<file path="src/rtl/acq_trig_pkg.sv">
package acq_trig_pkg;

   typedef enum logic [1:0] {
      ACQ_STEP     = 2'b00,
      ACQ_AVG_ONE  = 2'b01,
      ACQ_AVG_EACH = 2'b10,
      ACQ_CW       = 2'b11
   } acq_mode_e;

   function automatic logic mode_chains_subpts(acq_mode_e m);
      return m == ACQ_AVG_ONE;
   endfunction

   function automatic logic mode_averages(acq_mode_e m);
      return (m == ACQ_AVG_ONE) || (m == ACQ_AVG_EACH);
   endfunction

endpackage

</file>
<file path="src/rtl/acq_trig_qual.sv">
module acq_trig_qual #(
   parameter int SYNC_STAGES = 0
) (
   input  logic clk,
   input  logic rst_n,
   input  logic meas_i,
   input  logic p0_i,
   input  logic sync_en_i,
   input  logic src_ext_i,
   output logic trig_o
);

   logic meas_s;
   logic p0_s;
   logic meas_prev;
   logic p0_prev;
   logic ready;
   logic p0_rise;
   logic meas_rise;

   generate
      if (SYNC_STAGES < 0) begin : g_bad_stages
         $error("acq_trig_qual: SYNC_STAGES must not be negative");
      end
      if (SYNC_STAGES == 0) begin : g_direct
         assign meas_s = meas_i;
         assign p0_s   = p0_i;
      end else begin : g_sync
         logic [SYNC_STAGES-1:0] meas_chain;
         logic [SYNC_STAGES-1:0] p0_chain;
         always_ff @(posedge clk or negedge rst_n) begin
            if (!rst_n) begin
               meas_chain <= '0;
               p0_chain   <= '0;
            end else begin
               meas_chain[0] <= meas_i;
               p0_chain[0]   <= p0_i;
               for (int i = 1; i < SYNC_STAGES; i++) begin
                  meas_chain[i] <= meas_chain[i-1];
                  p0_chain[i]   <= p0_chain[i-1];
               end
            end
         end
         assign meas_s = meas_chain[SYNC_STAGES-1];
         assign p0_s   = p0_chain[SYNC_STAGES-1];
      end
   endgenerate

   always_ff @(posedge clk or negedge rst_n) begin
      if (!rst_n) begin
         meas_prev <= 1'b0;
         p0_prev   <= 1'b0;
      end else begin
         meas_prev <= meas_s;
         p0_prev   <= p0_s;
      end
   end

   always_comb begin
      ready     = src_ext_i ? meas_s : 1'b1;
      p0_rise   = p0_s & ~p0_prev;
      meas_rise = meas_s & ~meas_prev;
      if (sync_en_i) begin
         trig_o = p0_rise & ready;
      end else if (src_ext_i) begin
         trig_o = meas_rise;
      end else begin
         trig_o = 1'b1;
      end
   end

endmodule

</file>
<file path="src/rtl/acq_conv_timer.sv">
module acq_conv_timer #(
   parameter int CONV_CYCLES = 16
) (
   input  logic clk,
   input  logic rst_n,
   input  logic launch_i,
   output logic busy_o,
   output logic done_o
);

   localparam int CNT_W = (CONV_CYCLES > 1) ? $clog2(CONV_CYCLES) : 1;
   localparam logic [CNT_W-1:0] LAST = CNT_W'(CONV_CYCLES - 1);

   logic [CNT_W-1:0] cnt;
   logic             run;

   generate
      if (CONV_CYCLES < 2) begin : g_bad_len
         $error("acq_conv_timer: CONV_CYCLES must be at least 2");
      end
   endgenerate

   assign done_o = run && (cnt == LAST);
   assign busy_o = run;

   always_ff @(posedge clk or negedge rst_n) begin
      if (!rst_n) begin
         run <= 1'b0;
         cnt <= '0;
      end else if (launch_i) begin
         run <= 1'b1;
         cnt <= '0;
      end else if (done_o) begin
         run <= 1'b0;
         cnt <= '0;
      end else if (run) begin
         cnt <= cnt + 1'b1;
      end
   end

endmodule

</file>
<file path="src/rtl/acq_seq.sv">
module acq_seq
   import acq_trig_pkg::*;
#(
   parameter int PT_W  = 16,
   parameter int SUB_W = 10
) (
   input  logic             clk,
   input  logic             rst_n,
   input  logic             trig_i,
   input  logic             busy_i,
   input  logic             conv_done_i,
   input  logic [1:0]       mode_i,
   input  logic [PT_W-1:0]  num_points_i,
   input  logic [SUB_W-1:0] num_subpts_i,
   output logic             launch_o,
   output logic             start_o,
   output logic             point_done_o,
   output logic             sweep_done_o,
   output logic [PT_W-1:0]  point_idx_o,
   output logic [SUB_W-1:0] sub_idx_o
);

   acq_mode_e        mode;
   logic             last_sub;
   logic             last_pt;
   logic             chain;
   logic [PT_W:0]    pt_next;
   logic [SUB_W:0]   sub_next;

   assign mode     = acq_mode_e'(mode_i);
   assign pt_next  = {1'b0, point_idx_o} + 1'b1;
   assign sub_next = {1'b0, sub_idx_o} + 1'b1;

   always_comb begin
      last_pt  = pt_next >= {1'b0, num_points_i};
      last_sub = mode_averages(mode) ? (sub_next >= {1'b0, num_subpts_i}) : 1'b1;
      chain    = conv_done_i &&
                 ((!last_sub && mode_chains_subpts(mode)) ||
                  (last_sub && !last_pt && mode == ACQ_CW));
      launch_o = (!busy_i && trig_i) || chain;
   end

   always_ff @(posedge clk or negedge rst_n) begin
      if (!rst_n) begin
         start_o      <= 1'b0;
         point_done_o <= 1'b0;
         sweep_done_o <= 1'b0;
         point_idx_o  <= '0;
         sub_idx_o    <= '0;
      end else begin
         start_o      <= launch_o;
         point_done_o <= conv_done_i && last_sub;
         sweep_done_o <= conv_done_i && last_sub && last_pt;
         if (conv_done_i) begin
            if (!last_sub) begin
               sub_idx_o <= sub_next[SUB_W-1:0];
            end else begin
               sub_idx_o <= '0;
               if (last_pt) begin
                  point_idx_o <= '0;
               end else begin
                  point_idx_o <= pt_next[PT_W-1:0];
               end
            end
         end
      end
   end

endmodule

</file>
<file path="src/rtl/acq_trig_ctrl.sv">
module acq_trig_ctrl #(
   parameter int PT_W        = 16,
   parameter int SUB_W       = 10,
   parameter int CONV_CYCLES = 16,
   parameter int SYNC_STAGES = 0
) (
   input  logic             clk,
   input  logic             rst_n,
   input  logic             meas_trig_i,
   input  logic             p0_i,
   input  logic             p0_sync_en_i,
   input  logic             src_ext_i,
   input  logic [1:0]       mode_i,
   input  logic [PT_W-1:0]  num_points_i,
   input  logic [SUB_W-1:0] num_subpts_i,
   output logic             acq_start_o,
   output logic             busy_o,
   output logic             point_done_o,
   output logic             sweep_done_o,
   output logic [PT_W-1:0]  point_idx_o,
   output logic [SUB_W-1:0] sub_idx_o
);

   logic trig;
   logic launch;
   logic conv_done;

   generate
      if (PT_W < 1 || SUB_W < 1) begin : g_bad_width
         $error("acq_trig_ctrl: index widths must be at least 1");
      end
   endgenerate

   acq_trig_qual #(
      .SYNC_STAGES (SYNC_STAGES)
   ) u_qual (
      .clk       (clk),
      .rst_n     (rst_n),
      .meas_i    (meas_trig_i),
      .p0_i      (p0_i),
      .sync_en_i (p0_sync_en_i),
      .src_ext_i (src_ext_i),
      .trig_o    (trig)
   );

   acq_conv_timer #(
      .CONV_CYCLES (CONV_CYCLES)
   ) u_timer (
      .clk      (clk),
      .rst_n    (rst_n),
      .launch_i (launch),
      .busy_o   (busy_o),
      .done_o   (conv_done)
   );

   acq_seq #(
      .PT_W  (PT_W),
      .SUB_W (SUB_W)
   ) u_seq (
      .clk          (clk),
      .rst_n        (rst_n),
      .trig_i       (trig),
      .busy_i       (busy_o),
      .conv_done_i  (conv_done),
      .mode_i       (mode_i),
      .num_points_i (num_points_i),
      .num_subpts_i (num_subpts_i),
      .launch_o     (launch),
      .start_o      (acq_start_o),
      .point_done_o (point_done_o),
      .sweep_done_o (sweep_done_o),
      .point_idx_o  (point_idx_o),
      .sub_idx_o    (sub_idx_o)
   );

endmodule

</file>
<file path="config.mk">
export PLATFORM = sky130hd
export DESIGN_NAME = acq_trig_ctrl
export DESIGN_NICKNAME = d
export VERILOG_FILES = /design/src/rtl/acq_trig_pkg.sv /design/src/rtl/acq_trig_qual.sv /design/src/rtl/acq_conv_timer.sv /design/src/rtl/acq_seq.sv /design/src/rtl/acq_trig_ctrl.sv
export SDC_FILE = /design/constraint.sdc
export NUM_CORES = 1
export LEC_CHECK = 0
export BUFFER_PORTS_ARGS = -buffer_cell sky130_fd_sc_hd__buf_4
export CAP_MARGIN = 15
export CORE_ASPECT_RATIO = 2
export CORE_MARGIN = 2
export CORE_UTILIZATION = 35
export CTS_CLUSTER_SIZE = 14
export DETAILED_ROUTE_END_ITERATION = 8
export GPL_ROUTABILITY_DRIVEN = 0
export GPL_TIMING_DRIVEN = 0
export SETUP_SLACK_MARGIN = 0.2
export SYNTH_ARGS = -nofsm -noshare
export SYNTH_HDL_FRONTEND = slang
export SYNTH_HIERARCHICAL = 1
export SYNTH_SLANG_ARGS = --single-unit
</file>
<file path="constraint.sdc">
create_clock -name clk -period 5.69 [get_ports clk]
set_input_delay 0.2845 -clock clk [delete_from_list [all_inputs] [get_ports clk]]
set_output_delay 0.2845 -clock clk [all_outputs]
set_load 0.03 [all_outputs]
</file>
After elaboration in Yosys (flattened, before gate mapping)
Index checks and enable logic that the tools add are counted.
{"block": "classes", "add_sub_neg": 3, "magnitude_cmp": 2, "eq_ne": 4, "muxes": 11, "bitwise": 5, "n_reduce_logical": 17}
{"op": "adder 16 x 1 -> 17 bit (second input constant)", "count": 1}
{"op": "greater-or-equal comparator 17 x 16 -> 1 bit", "count": 1}
{"op": "2-to-1 mux 16 bit", "count": 1}
{"op": "2-to-1 mux 4 bit", "count": 3}
{"op": "adder 10 x 1 -> 11 bit (second input constant)", "count": 1}
{"op": "greater-or-equal comparator 11 x 10 -> 1 bit", "count": 1}
{"op": "2-to-1 mux 10 bit", "count": 1}
{"op": "logical AND 1 bit", "count": 8}
{"op": "2-to-1 mux 1 bit", "count": 6}
{"op": "adder 4 x 1 -> 4 bit (second input constant)", "count": 1}
{"op": "equality test 2 bit (second input constant)", "count": 2}
{"op": "equality test 4 bit (second input constant)", "count": 1}
{"op": "bitwise AND 1 bit", "count": 3}
{"op": "logical NOT 1 bit", "count": 3}
{"op": "logical OR 1 bit", "count": 3}
{"op": "nonzero test 3 bit", "count": 1}
{"op": "equality test 2 x 1 -> 1 bit (second input constant)", "count": 1}
{"op": "inverter 1 bit", "count": 2}
{"op": "AND reduction 2 bit", "count": 1}
{"op": "nonzero test 2 bit", "count": 1}
{"block": "word_totals", "reg_bits": 36, "input_bits": 34, "elab_cells": 51}

Logic depth before layout (Yosys ltp)
Gate-level depths: netlist of the first run.
{"block": "logic_depth", "ltp_word": 9, "ltp_mapped": 14, "mapped_depth_nobuf": 13}

Modules after synthesis
The synthesis of the first run kept the hierarchy.
{"module": "acq_seq", "n_inst": 1, "cells_per_inst": 260, "area_per_inst_um2": 2326.0, "seq_area_each_um2": 725.7}
{"module": "acq_conv_timer", "n_inst": 1, "cells_per_inst": 24, "area_per_inst_um2": 239.0, "seq_area_each_um2": 125.1}
{"module": "acq_trig_qual", "n_inst": 1, "cells_per_inst": 6, "area_per_inst_um2": 72.6, "seq_area_each_um2": 50.0}

Worst setup path after synthesis of the first run
No wires, ideal clock.
{"block": "synth_path", "path_type": "reg-to-reg", "from": "reg u_seq.point_idx_o[2]", "to": "reg u_timer.cnt[1]", "arrival_ps": 3115, "setup_slack_ps": 2452, "stages_incl_launch_ff": 13, "path_buffers": 1, "cell_sequence": "dfrtp_1 nand4_1 or3_1 clkbuf_1 nor2_1 xor2_1 ha_1 nor2b_1 o41ai_1 nand4_2 nor3_2 a221o_1 nor2_1"}
{"block": "synth_via", "elab_chain_len": 9, "word_cells_on_any_way": 10}
{"element": "start, declared", "line_no": "acq_seq.sv:19", "rtl": "output logic [PT_W-1:0] point_idx_o,"}
{"element": "start signal, assigned", "line_no": "acq_seq.sv:62", "rtl": "point_idx_o <= pt_next[PT_W-1:0];"}
{"element": "adder 16 x 1 -> 17 bit *", "line_no": "acq_seq.sv:31", "rtl": "assign pt_next = {1'b0, point_idx_o} + 1'b1;"}
{"element": "greater-or-equal comparator 17 x 16 -> 1 bit *", "line_no": "acq_seq.sv:35", "rtl": "last_pt = pt_next >= {1'b0, num_points_i};"}
{"element": "logical NOT 1 bit *", "line_no": "acq_seq.sv:39", "rtl": "(last_sub && !last_pt && mode == ACQ_CW));"}
{"element": "logical AND 1 bit * (2 in a row)", "line_no": "acq_seq.sv:39"}
{"element": "logical OR 1 bit *", "line_no": "acq_seq.sv:38", "rtl": "((!last_sub && mode_chains_subpts(mode)) ||"}
{"element": "logical AND 1 bit *", "line_no": "acq_seq.sv:37", "rtl": "chain = conv_done_i &&"}
{"element": "logical OR 1 bit *", "line_no": "acq_seq.sv:40", "rtl": "launch_o = (!busy_i && trig_i) || chain;"}
{"element": "net launch", "line_no": "acq_trig_ctrl.sv:25", "rtl": "logic launch;"}
{"element": "nonzero test 3 bit (no source line) or 2-to-1 mux 4 bit (tied branches)"}
{"element": "end signal, assigned", "line_no": "acq_conv_timer.sv:37", "rtl": "cnt <= cnt + 1'b1;"}
{"element": "end, declared", "line_no": "acq_conv_timer.sv:14", "rtl": "logic [CNT_W-1:0] cnt;"}
The timed path passes the listed nets; every way through them passes the cells marked *.
A chain may end at the register's enable or synchronous reset.

Worst setup path after layout of the first run
Same ends and word-level chain as after synthesis.

==> metrics.md, run 1 <==
| Metric | Value |
|---|---|
| Outcome | finished, final reports clean |
| FF-to-FF Start | u_seq/point_idx_o[2]$_DFFE_PN0P_ |
| Synthesized netlist net count | ~360 |
| Crit path launch type | flop |
| Placed cell count | ~450 |
| Maximum resistive drop on vdd | between 0.2 and 0.25 mV |
| Adder-cell share of the synthesized area | 0.147 |
| Crit path max fanout | 8 |
| HPWL Detailed | about 5200 microns |
| Largest delay contributor family on the critical path | simple AND/OR/NAND/NOR gates |
| Final hold violation count | 0 |
| Die Outline Area | between 8000 and 9000 sq um |
| Clock input transition at the sequential cells of the worst setup and hold paths | roughly 0.06 ns |
| Post-Route WL | 6570 microns |
| CTS tree | built |
| Transition time at the pin with the least slew margin | roughly 0.53 ns |
| Final nets | about 430 |
| Number of clock buffers inserted by TritonCTS | 5 |
| Relative area change from synthesis to final layout | 29.6% |
| Largest net degree at the start of global routing | 37 |
| Worst Hold End | u_qual/meas_prev$_DFF_PN0_ |
| Number of antenna violations at the first check in global routing | 0 |
| Most numerous cell on the critical path | sky130_fd_sc_hd__nor2_1 |
| Number of buffers between clock root and the deepest sink | 2 |
| Sequential cell area in the final layout | around 900 sq um |
| Chip Height | around 130 microns |
| Dominant combinational cell family by area after synthesis | simple AND/OR/NAND/NOR gates |
| CTS Sinks | 36 |
| Worst Min Path Start | meas_trig_i |
| Slowest cell delay on critical path | ~0.51 ns |
| Multiplexer fraction of the synthesized cell area | 0.00806 |
| Vias in the first global route | 2,443 |
| Largest cells by area after synthesis | sky130_fd_sc_hd__dfrtp_1 (34%), sky130_fd_sc_hd__ha_1 (15%), sky130_fd_sc_hd__inv_1 (5.8%) |
| Kind of end point of the critical path | flop |
| Global-route wire length before repair | 10,900 microns |
| Core outline area | 7270 sq um |
| Setup slack of the worst register-to-register path | about 1.9 ns |
| Final hold slack | between 0.1 and 0.15 ns |
| Required time at the endpoint of the critical path | approximately 5.9 ns |
| Fin util | 0.470 |
| Drt via density | 5.19 |
| Cells after Synth | 290 |
| Slowest cell on the critical path | sky130_fd_sc_hd__dfrtp_1 |
| Skew final | about 0.0047 ns |
| Combinational fraction of design power | 0.378 |
| Starting Density | 0.363 |
| Quantity of I/O buffers inserted on ports | 63 |
| Total internal power | 737 uW |
| Number of max-capacitance violations reported | 0 |
| Fraction of power consumed by sequential logic | 0.334 |
| Power share of the clock group | 0.288 |
| Final Max Tran Viols | 0 |
| Post-synthesis xor/xnor area fraction | 0.0764 |
| First drt pass iteration count | 4 |
| Share of cells above drive strength 1 | 0.238 |
| Filler Cells Inserted | approximately 750 |
| RSZ-0062 raised after global routing | false |
| Cell row count | between 40 and 50 |
| Buffer cell driving the clock tree root | sky130_fd_sc_hd__clkbuf_16 |
| Non-filler instance count after layout | ~450 |
| Period utilisation layout | 0.673 |
| Total congestion overflow | 0 |
| Total area of multi-input combinational cells | between 1500 and 2000 sq um |
| Syn_area_per_cell | between 9 and 10 sq um |
| Most used flip-flop cell after synthesis | sky130_fd_sc_hd__dfrtp_1 |
| Switching part of the total | 0.370 |
| Reported leakage power | ~0.0018 uW |
| Worst reg2reg endpoint | u_timer/cnt[1]$_DFFE_PN0P_ |
| Synth Area in Simple Gates | 0.182 |
| Via count | 2,354 |
| P_sw | 432 uW |
| Number of flops mapped to enable cells by yosys | 0 |
| Worst Reg-to-Reg Cells | 13 |
| Synth Area in Compound Gates | 0.168 |
| Clk_lat worst skew | 0.28 ns |
| Total setup violations reported at the end of the flow | 0 |
| Maximum clock frequency | 261 MHz |
| Sequential element share of the synthesized area | 0.342 |
| Kind of critical path | flop to flop |
| Area of the mapped netlist | about 2600 sq um |
| Leading area contributor after synthesis | sky130_fd_sc_hd__dfrtp_1 |
| Initial detailed-routing violation count | 96 |
| Hold Path Stages | 1 |
| Type of the most critical hold path | input port to flop |
| I/O Pins | 64 |
| CP bufs+invs | 1 |
| Ant. Diodes | 0 |
| Power Density | between 300 and 400 nW/um^2 |
| Count of state elements after synthesis | 36 |
| Global Route Usage Sum | 0.171 |
| Worst relative slew slack | 0.646 |
| Detail Route Antenna Nets | 0 |
| Number of distinct library cells after synthesis | between 40 and 50 |
| Cell breakdown of the critical path | nand4_1 -> or3_1 -> clkbuf_1 -> nor2_1 -> xor2_1 -> ha_1 -> nand3_1 -> nor2_1 -> o41ai_1 -> nand4_2 -> nor3_2 -> a221o_1 -> nor2_1 |
| Most used standard cell by instance count after synthesis | sky130_fd_sc_hd__inv_1 |
| DIE WIDTH | ~65 microns |
| Total negative slack for setup checks | 0 ns |
| Worst Path Arrival | 4.00 ns |
| Post-detailed-route wirelength per cell | 14.5 microns |
| CTS HTree Levels | 2 |
| Top cells by count, synth | sky130_fd_sc_hd__inv_1 (41), sky130_fd_sc_hd__dfrtp_1 (36), sky130_fd_sc_hd__ha_1 (31) |
| Area fraction of the dominant cell type after synthesis | 0.342 |
| DRC | 0 |
| Number of warnings printed during yosys synthesis | 6 |
| Fraction of registers with async set or reset after synthesis | 1.00 |
| Minimum period implied by the final worst setup slack | 3.83 ns |
==> metal layers <==
layer  track usage  routed length, microns  vias to the layer above
met1         0.163                    2240                     1118
met2         0.328                    3870                       63
met3        0.0381                     284                       15
met5             0                       0                        -
li1              -                       -                     1158
met4        0.0797                     180                        0
==> state kept, by name, indices dropped and copies added, names as in the netlist <==
register            cells
u_timer/busy_o          1
u_seq/sub_idx_o        10
u_qual/meas_prev        1
u_qual/p0_prev          1
u_seq/start_o           1
u_seq/sweep_done_o      1
u_seq/point_done_o      1
u_timer/cnt             4
u_seq/point_idx_o      16
==> cell usage in the layout, fill, tap and decap left out, types with 5 or more instances in the layout <==
cell type,count
sky130_fd_sc_hd__nor2b_1,6
sky130_fd_sc_hd__xor2_1,11
sky130_fd_sc_hd__ha_1,31
sky130_fd_sc_hd__o22ai_1,6
sky130_fd_sc_hd__nor2_1,20
sky130_fd_sc_hd__and3_1,7
sky130_fd_sc_hd__buf_4,63
sky130_fd_sc_hd__nand4_1,6
sky130_fd_sc_hd__xnor2_1,12
sky130_fd_sc_hd__nand3_1,12
sky130_fd_sc_hd__nand2_1,15
sky130_fd_sc_hd__o21ai_0,14
sky130_fd_sc_hd__a21oi_1,8
sky130_fd_sc_hd__dfrtp_1,36
sky130_fd_sc_hd__a22o_1,17
sky130_fd_sc_hd__nor3_1,6
sky130_fd_sc_hd__clkbuf_16,5
sky130_fd_sc_hd__inv_1,41
==> logic make-up after synthesis <==
family	Yosys count
DFF	36
muxes	2
AOI/OAI and AO/OA	63
buffers and inverters	48
xor gates and xnor gates	23
adders and majority gates	31
and+or+nand+nor	87
==> stage by stage <==
stage          instance area (sq um)  total power, uW  worst slack, ns
6_report                        3420             1170             1.86
2_1_floorplan                   2640              685             2.45
3_5_place_dp                    3230              842             1.87
4_1_cts                         3420             1190             1.86
5_1_grt                         3420             1250             1.68
3_3_place_gp                    3230              831             1.90
==> power by group through the flow <==
stage / logic [uW] / registers [uW] / clock network (uW)
2_1_floorplan: 226 / 459 / 0
3_3_place_gp: 437 / 394 / 0
3_5_place_dp: 447 / 395 / 0
4_1_cts: 449 / 391 / 350
5_1_grt: 489 / 402 / 357
6_report: 442 / 390 / 337
==> how the worst max path moves through the flow <==
stage / start / endpoint / slack, ns / cells past startpoint
after floorplan: u_seq/point_idx_o[2]$_DFFE_PN0P_ / u_timer/cnt[1]$_DFFE_PN0P_ / 2.45 / 12
after global placement: u_seq/point_idx_o[2]$_DFFE_PN0P_ / u_timer/cnt[1]$_DFFE_PN0P_ / 1.90 / 13
after detailed placement: u_seq/point_idx_o[2]$_DFFE_PN0P_ / u_timer/cnt[3]$_DFFE_PN0P_ / 1.87 / 13
after CTS: u_seq/point_idx_o[2]$_DFFE_PN0P_ / u_timer/cnt[1]$_DFFE_PN0P_ / 1.86 / 13
after global routing: u_seq/point_idx_o[2]$_DFFE_PN0P_ / u_timer/cnt[2]$_DFFE_PN0P_ / 1.68 / 13
final: u_seq/point_idx_o[2]$_DFFE_PN0P_ / u_timer/cnt[1]$_DFFE_PN0P_ / 1.86 / 13
==> area by class of cell <==
| type | instances | area share |
|---|---|---|
| multi-input cells | 206 | 0.449 |
| flip-flops and latches | 36 | 0.264 |
| repair buffers | 64 | 0.141 |
| inverters | 41 | 0.0450 |
| clock buffers | 7 | 0.0447 |
| well taps | 92 | 0.0337 |
| plain buffers | 7 | 0.0139 |
| clock inverters | 1 | 0.00878 |
==> what timing repair did <==
action | 4_1_cts | 5_1_grt
hold buffers | 1 | 0
resized for setup | 0 | 0
buffers inserted | 0 | 0
endpoints found under the hold margin | 36 | 0
No activity file was read; power rests on OpenSTA's default activity.
==> run 2: changes to the inputs <==
--- a/config.mk
+++ b/config.mk
@@ -5,6 +5,7 @@
 export SDC_FILE = /design/constraint.sdc
 export NUM_CORES = 1
 export LEC_CHECK = 0
+export ABC_AREA = 1
 export BUFFER_PORTS_ARGS = -buffer_cell sky130_fd_sc_hd__buf_4
 export CAP_MARGIN = 15
 export CORE_ASPECT_RATIO = 2
==> constraint.sdc (replaced) <==
create_clock -name clk -period 3.2 [get_ports clk]
set_input_delay 0.16 -clock clk [delete_from_list [all_inputs] [get_ports clk]]
set_output_delay 0.16 -clock clk [all_outputs]
set_load 0.03 [all_outputs]
==> run 2 against run 1 <==
Effect of this change: register-to-register slack lost 1.5 ns; maximum frequency up 34%; clock power up 63%; combinational power is 64% higher; clock-buffer cell count shrank 1; sequential power grew 63%; via count up 14%; flip-flop and latch count did not move; cell area up 15%; setup slack got worse by 1.5 ns; largest power group unchanged; highest routed layer unchanged.
==> metrics.md, run 2 <==
| Metric | Value |
|---|---|
| Number of antenna violations at the first check in global routing | 0 |
| Number of max-capacitance violations reported | 0 |
| Final nets | between 500 and 600 |
| Ant. Diodes | 0 |
| Total congestion overflow | 0 |
| Initial detailed-routing violation count | 95 |
| Number of warnings printed during yosys synthesis | 6 |
| Number of flops mapped to enable cells by yosys | 0 |
| Synth Area in Compound Gates | 0.0555 |
| CTS tree | built |
| Share of cells above drive strength 1 | 0.316 |
| Largest delay contributor family on the critical path | simple AND/OR/NAND/NOR gates |
| CP bufs+invs | 3 |
| Global Route Usage Sum | 0.175 |
| Post-Route WL | roughly 7400 microns |
| Starting Density | 0.359 |
| Synthesized netlist net count | 448 |
| Biggest register | u_seq/point_idx_o |
| Power Total | between 1500 and 2000 uW |
| Number of buffers between clock root and the deepest sink | 2 |
| Placed Instance Area | around 3300 sq um |
| Area of the mapped netlist | ~2700 sq um |
| Skew final | between 0.002 and 0.0025 ns |
| Cells after Synth | roughly 380 |
| Number of distinct library cells after synthesis | 31 |
| Minimum period implied by the final worst setup slack | about 2.9 ns |
| Buffer cell driving the clock tree root | sky130_fd_sc_hd__clkbuf_16 |
| Post-synthesis xor/xnor area fraction | 0.0514 |
| Kind of critical path | flop to flop |
| I/O Pins | 64 |
| Total negative slack for setup checks | 0 ns |
| Drt via density | ~4.7 |
| Final hold slack | 0.00959 ns |
| Maximum resistive drop on vdd | about 0.32 mV |
| Synth Area in Simple Gates | 0.298 |
| Syn_area_per_cell | slightly above 7 sq um |
| Largest cells by area after synthesis | sky130_fd_sc_hd__dfrtp_1 (33%), sky130_fd_sc_hd__nand2_1 (15%), sky130_fd_sc_hd__ha_1 (14%) |
| Slowest cell delay on critical path | approximately 0.43 ns |
| First drt pass iteration count | 4 |
| Worst relative slew slack | 0.684 |
| Largest net degree at the start of global routing | 37 |
| Top cells by count, synth | sky130_fd_sc_hd__nand2_1 (107), sky130_fd_sc_hd__inv_1 (75), sky130_fd_sc_hd__nand3_1 (38) |
| Area fraction of the dominant cell type after synthesis | 0.330 |
| Fraction of registers with async set or reset after synthesis | 1.00 |
| Clk_lat worst skew | 0.28 ns |
| Chip Height | around 130 microns |
| Detail Route Antenna Nets | 0 |
| CTS Sinks | 36 |
| Crit path max fanout | 4 |
| Most common cell after layout, fill and taps aside | sky130_fd_sc_hd__nand2_1 |
| Clock input transition at the sequential cells of the worst setup and hold paths | 0.05 ns |
| RSZ-0062 raised after global routing | true |
| Final hold violation count | 0 |
| Count of state elements after synthesis | 36 |
| Crit path launch type | flop |
| Power Density | 488 nW/um^2 |
| DIE WIDTH | 66.4 microns |
| Outcome | finished, final reports clean |
| Total setup violations reported at the end of the flow | 0 |
| Most used flip-flop cell after synthesis | sky130_fd_sc_hd__dfrtp_1 |
| Via count | approximately 2,700 |
| Reported leakage power | ~0.0022 uW |
| Adder-cell share of the synthesized area | 0.142 |
| Number of flip-flops under the largest register name | 16 |
| Slowest cell on the critical path | sky130_fd_sc_hd__dfrtp_2 |
| Die Outline Area | about 8600 sq um |
| Worst Path Arrival | 3.04 ns |
| Design Area, Final | a little under 4000 sq um |
| Most used standard cell by instance count after synthesis | sky130_fd_sc_hd__nand2_1 |
| Final Max Tran Viols | 0 |
| Period utilisation layout | 0.896 |
| Required time at the endpoint of the critical path | 3.37 ns |
| HPWL Detailed | ~5600 microns |
| Kind of end point of the critical path | flop |
| Maximum clock frequency | ~350 MHz |
| Global-route wire length before repair | ~12,000 microns |
| Type of the most critical hold path | input port to flop |
| Dominant combinational cell family by area after synthesis | simple AND/OR/NAND/NOR gates |
| Post-detailed-route wirelength per cell | ~13 microns |
| Core outline area | between 7000 and 8000 sq um |
| Largest registers ranked by flip-flop count | u_seq/point_idx_o x16, u_seq/sub_idx_o x10, u_timer/cnt x4 |
| Cell breakdown of the critical path | ha_4 -> nand2_4 -> nor2_4 -> nand2_2 -> nor2_2 -> xor2_1 -> ha_1 -> nand2_1 -> nand2_1 -> nand2_1 -> nand2_1 -> nand2_1 -> nand2_1 -> nor2_1 -> nor2_2 -> nor2_4 -> buf_6 -> nand3_4 -> nand2_4 -> inv_4 -> nand3_4 -> inv_2 -> nand2_1 -> nand2_1 |
| Cell row count | 45 |
| CTS HTree Levels | 2 |
| Sequential element share of the synthesized area | 0.330 |
| Transition time at the pin with the least slew margin | roughly 0.47 ns |
| Number of clock buffers inserted by TritonCTS | 5 |
| Most numerous cell on the critical path | sky130_fd_sc_hd__nand2_1 |
| DRC | 0 |
| Quantity of I/O buffers inserted on ports | 63 |
| Multiplexer fraction of the synthesized cell area | 0.00367 |
| Most frequent cells in the layout | sky130_fd_sc_hd__nand2_1 (97), sky130_fd_sc_hd__buf_4 (82), sky130_fd_sc_hd__inv_1 (74), sky130_fd_sc_hd__nand3_1 (32), sky130_fd_sc_hd__dfrtp_1 (28) |
| Leading area contributor after synthesis | sky130_fd_sc_hd__dfrtp_1 |
| Vias in the first global route | ~2,700 |
| Relative area change from synthesis to final layout | 43.7% |
[run 2: cell count changes after synthesis, moves of 6 or more]
cell,change
sky130_fd_sc_hd__nand2_1,+92
sky130_fd_sc_hd__inv_1,+34
sky130_fd_sc_hd__nand3_1,+26
sky130_fd_sc_hd__a22o_1,-17
sky130_fd_sc_hd__nor2_1,+13
sky130_fd_sc_hd__o21ai_0,-10
sky130_fd_sc_hd__xnor2_1,-9
sky130_fd_sc_hd__and3_1,-7
sky130_fd_sc_hd__nor2b_1,-6
[run 2: cell type report]
| class | instances | area (sq um) |
|---|---|---|
| buffer | 4 | 37.5 |
| clock inverter | 2 | 35.0 |
| tap | 94 | 118 |
| clock buffer | 6 | 129 |
| multi-input combinational | 264 | 1750 |
| sequential | 36 | 911 |
| fill | 753 | 3680 |
| inverter | 79 | 299 |
| timing repair buffer | 84 | 636 |
[run 2: worst paths after layout]
check                                                 start                          endpoint  slack [ns]  depth (start not counted)
setup reg to reg           u_seq/point_idx_o[0]$_DFFE_PN0P_        u_timer/cnt[3]$_DFFE_PN0P_        0.33                         24
max in group asynchronous                             rst_n    u_seq/sub_idx_o[2]$_DFFE_PN0P_        2.47                          2
hold reg to reg            u_seq/point_idx_o[3]$_DFFE_PN0P_  u_seq/point_idx_o[3]$_DFFE_PN0P_        0.53                          2
min in group asynchronous                             rst_n          u_qual/p0_prev$_DFF_PN0_        0.38                          2
setup / recovery           u_seq/point_idx_o[0]$_DFFE_PN0P_        u_timer/cnt[3]$_DFFE_PN0P_        0.33                         24
hold / removal                                  meas_trig_i        u_qual/meas_prev$_DFF_PN0_        0.01                          1
[run 2: stage by stage]
step / worst slack (ns) / utilization / instances
final: 0.333 / 0.516 / 569
after global routing: 0.145 / 0.516 / 569
after CTS: 0.236 / 0.478 / 558
after detailed placement: -0.374 / 0.438 / 540
after global placement: -0.338 / 0.438 / 540
after floorplan: 0.231 / - / 383
[run 2: worst register-to-register path, cell delays in order, from the launching register on]
cell	delay, ns
sky130_fd_sc_hd__dfrtp_2	0.43
sky130_fd_sc_hd__ha_4	0.17
sky130_fd_sc_hd__nand2_4	0.05
sky130_fd_sc_hd__nor2_4	0.18
sky130_fd_sc_hd__nand2_2	0.09
sky130_fd_sc_hd__nor2_2	0.12
sky130_fd_sc_hd__xor2_1	0.21
sky130_fd_sc_hd__ha_1	0.28
sky130_fd_sc_hd__nand2_1	0.08
sky130_fd_sc_hd__nand2_1	0.06
sky130_fd_sc_hd__nand2_1	0.05
sky130_fd_sc_hd__nand2_1	0.05
sky130_fd_sc_hd__nand2_1	0.06
sky130_fd_sc_hd__nand2_1	0.05
sky130_fd_sc_hd__nor2_1	0.12
sky130_fd_sc_hd__nor2_2	0.07
sky130_fd_sc_hd__nor2_4	0.13
sky130_fd_sc_hd__buf_6	0.13
sky130_fd_sc_hd__nand3_4	0.06
sky130_fd_sc_hd__nand2_4	0.10
sky130_fd_sc_hd__inv_4	0.05
sky130_fd_sc_hd__nand3_4	0.09
sky130_fd_sc_hd__inv_2	0.03
sky130_fd_sc_hd__nand2_1	0.05
sky130_fd_sc_hd__nand2_1	0.04
[run 2: cells by family (layout without fill, tap and decap cells)]
family                     after synthesis  in the layout
and+or+nand+nor                        192            192
buffers and inverters                   83            175
DFF                                     36             36
adders and majority gates               31             31
AOI/OAI and AO/OA                       24             24
xor gates and xnor gates                16             16
muxes                                    1              1
[run 2: repair_timing]
action | 4_1_cts | 5_1_grt
pin swaps | 3 | 12
endpoints found under the setup margin | 15 | 15
hold buffers | 2 | 0
setup buffers | 8 | 11
endpoints found under the hold margin | 37 | 0
resized for setup | 18 | 44
[run 2: power by group]
| group | total [uW] | leakage (uW) | switching (uW) | internal [uW] |
|---|---|---|---|---|
| Clock | 548 | 0.0000808 | 182 | 366 |
| Sequential | 637 | 0.000433 | 107 | 531 |
| Combinational | 727 | 0.00169 | 419 | 308 |
[run 2: per-layer routing]
layer	global-route usage	up-vias	wire (microns)	part of all wire
met5	0	-	0	0
met4	0.0732	0	194	0.026
met3	0.0192	12	196	0.027
met2	0.368	53	4340	0.59
met1	0.156	1238	2620	0.36
li1	-	1372	-	-
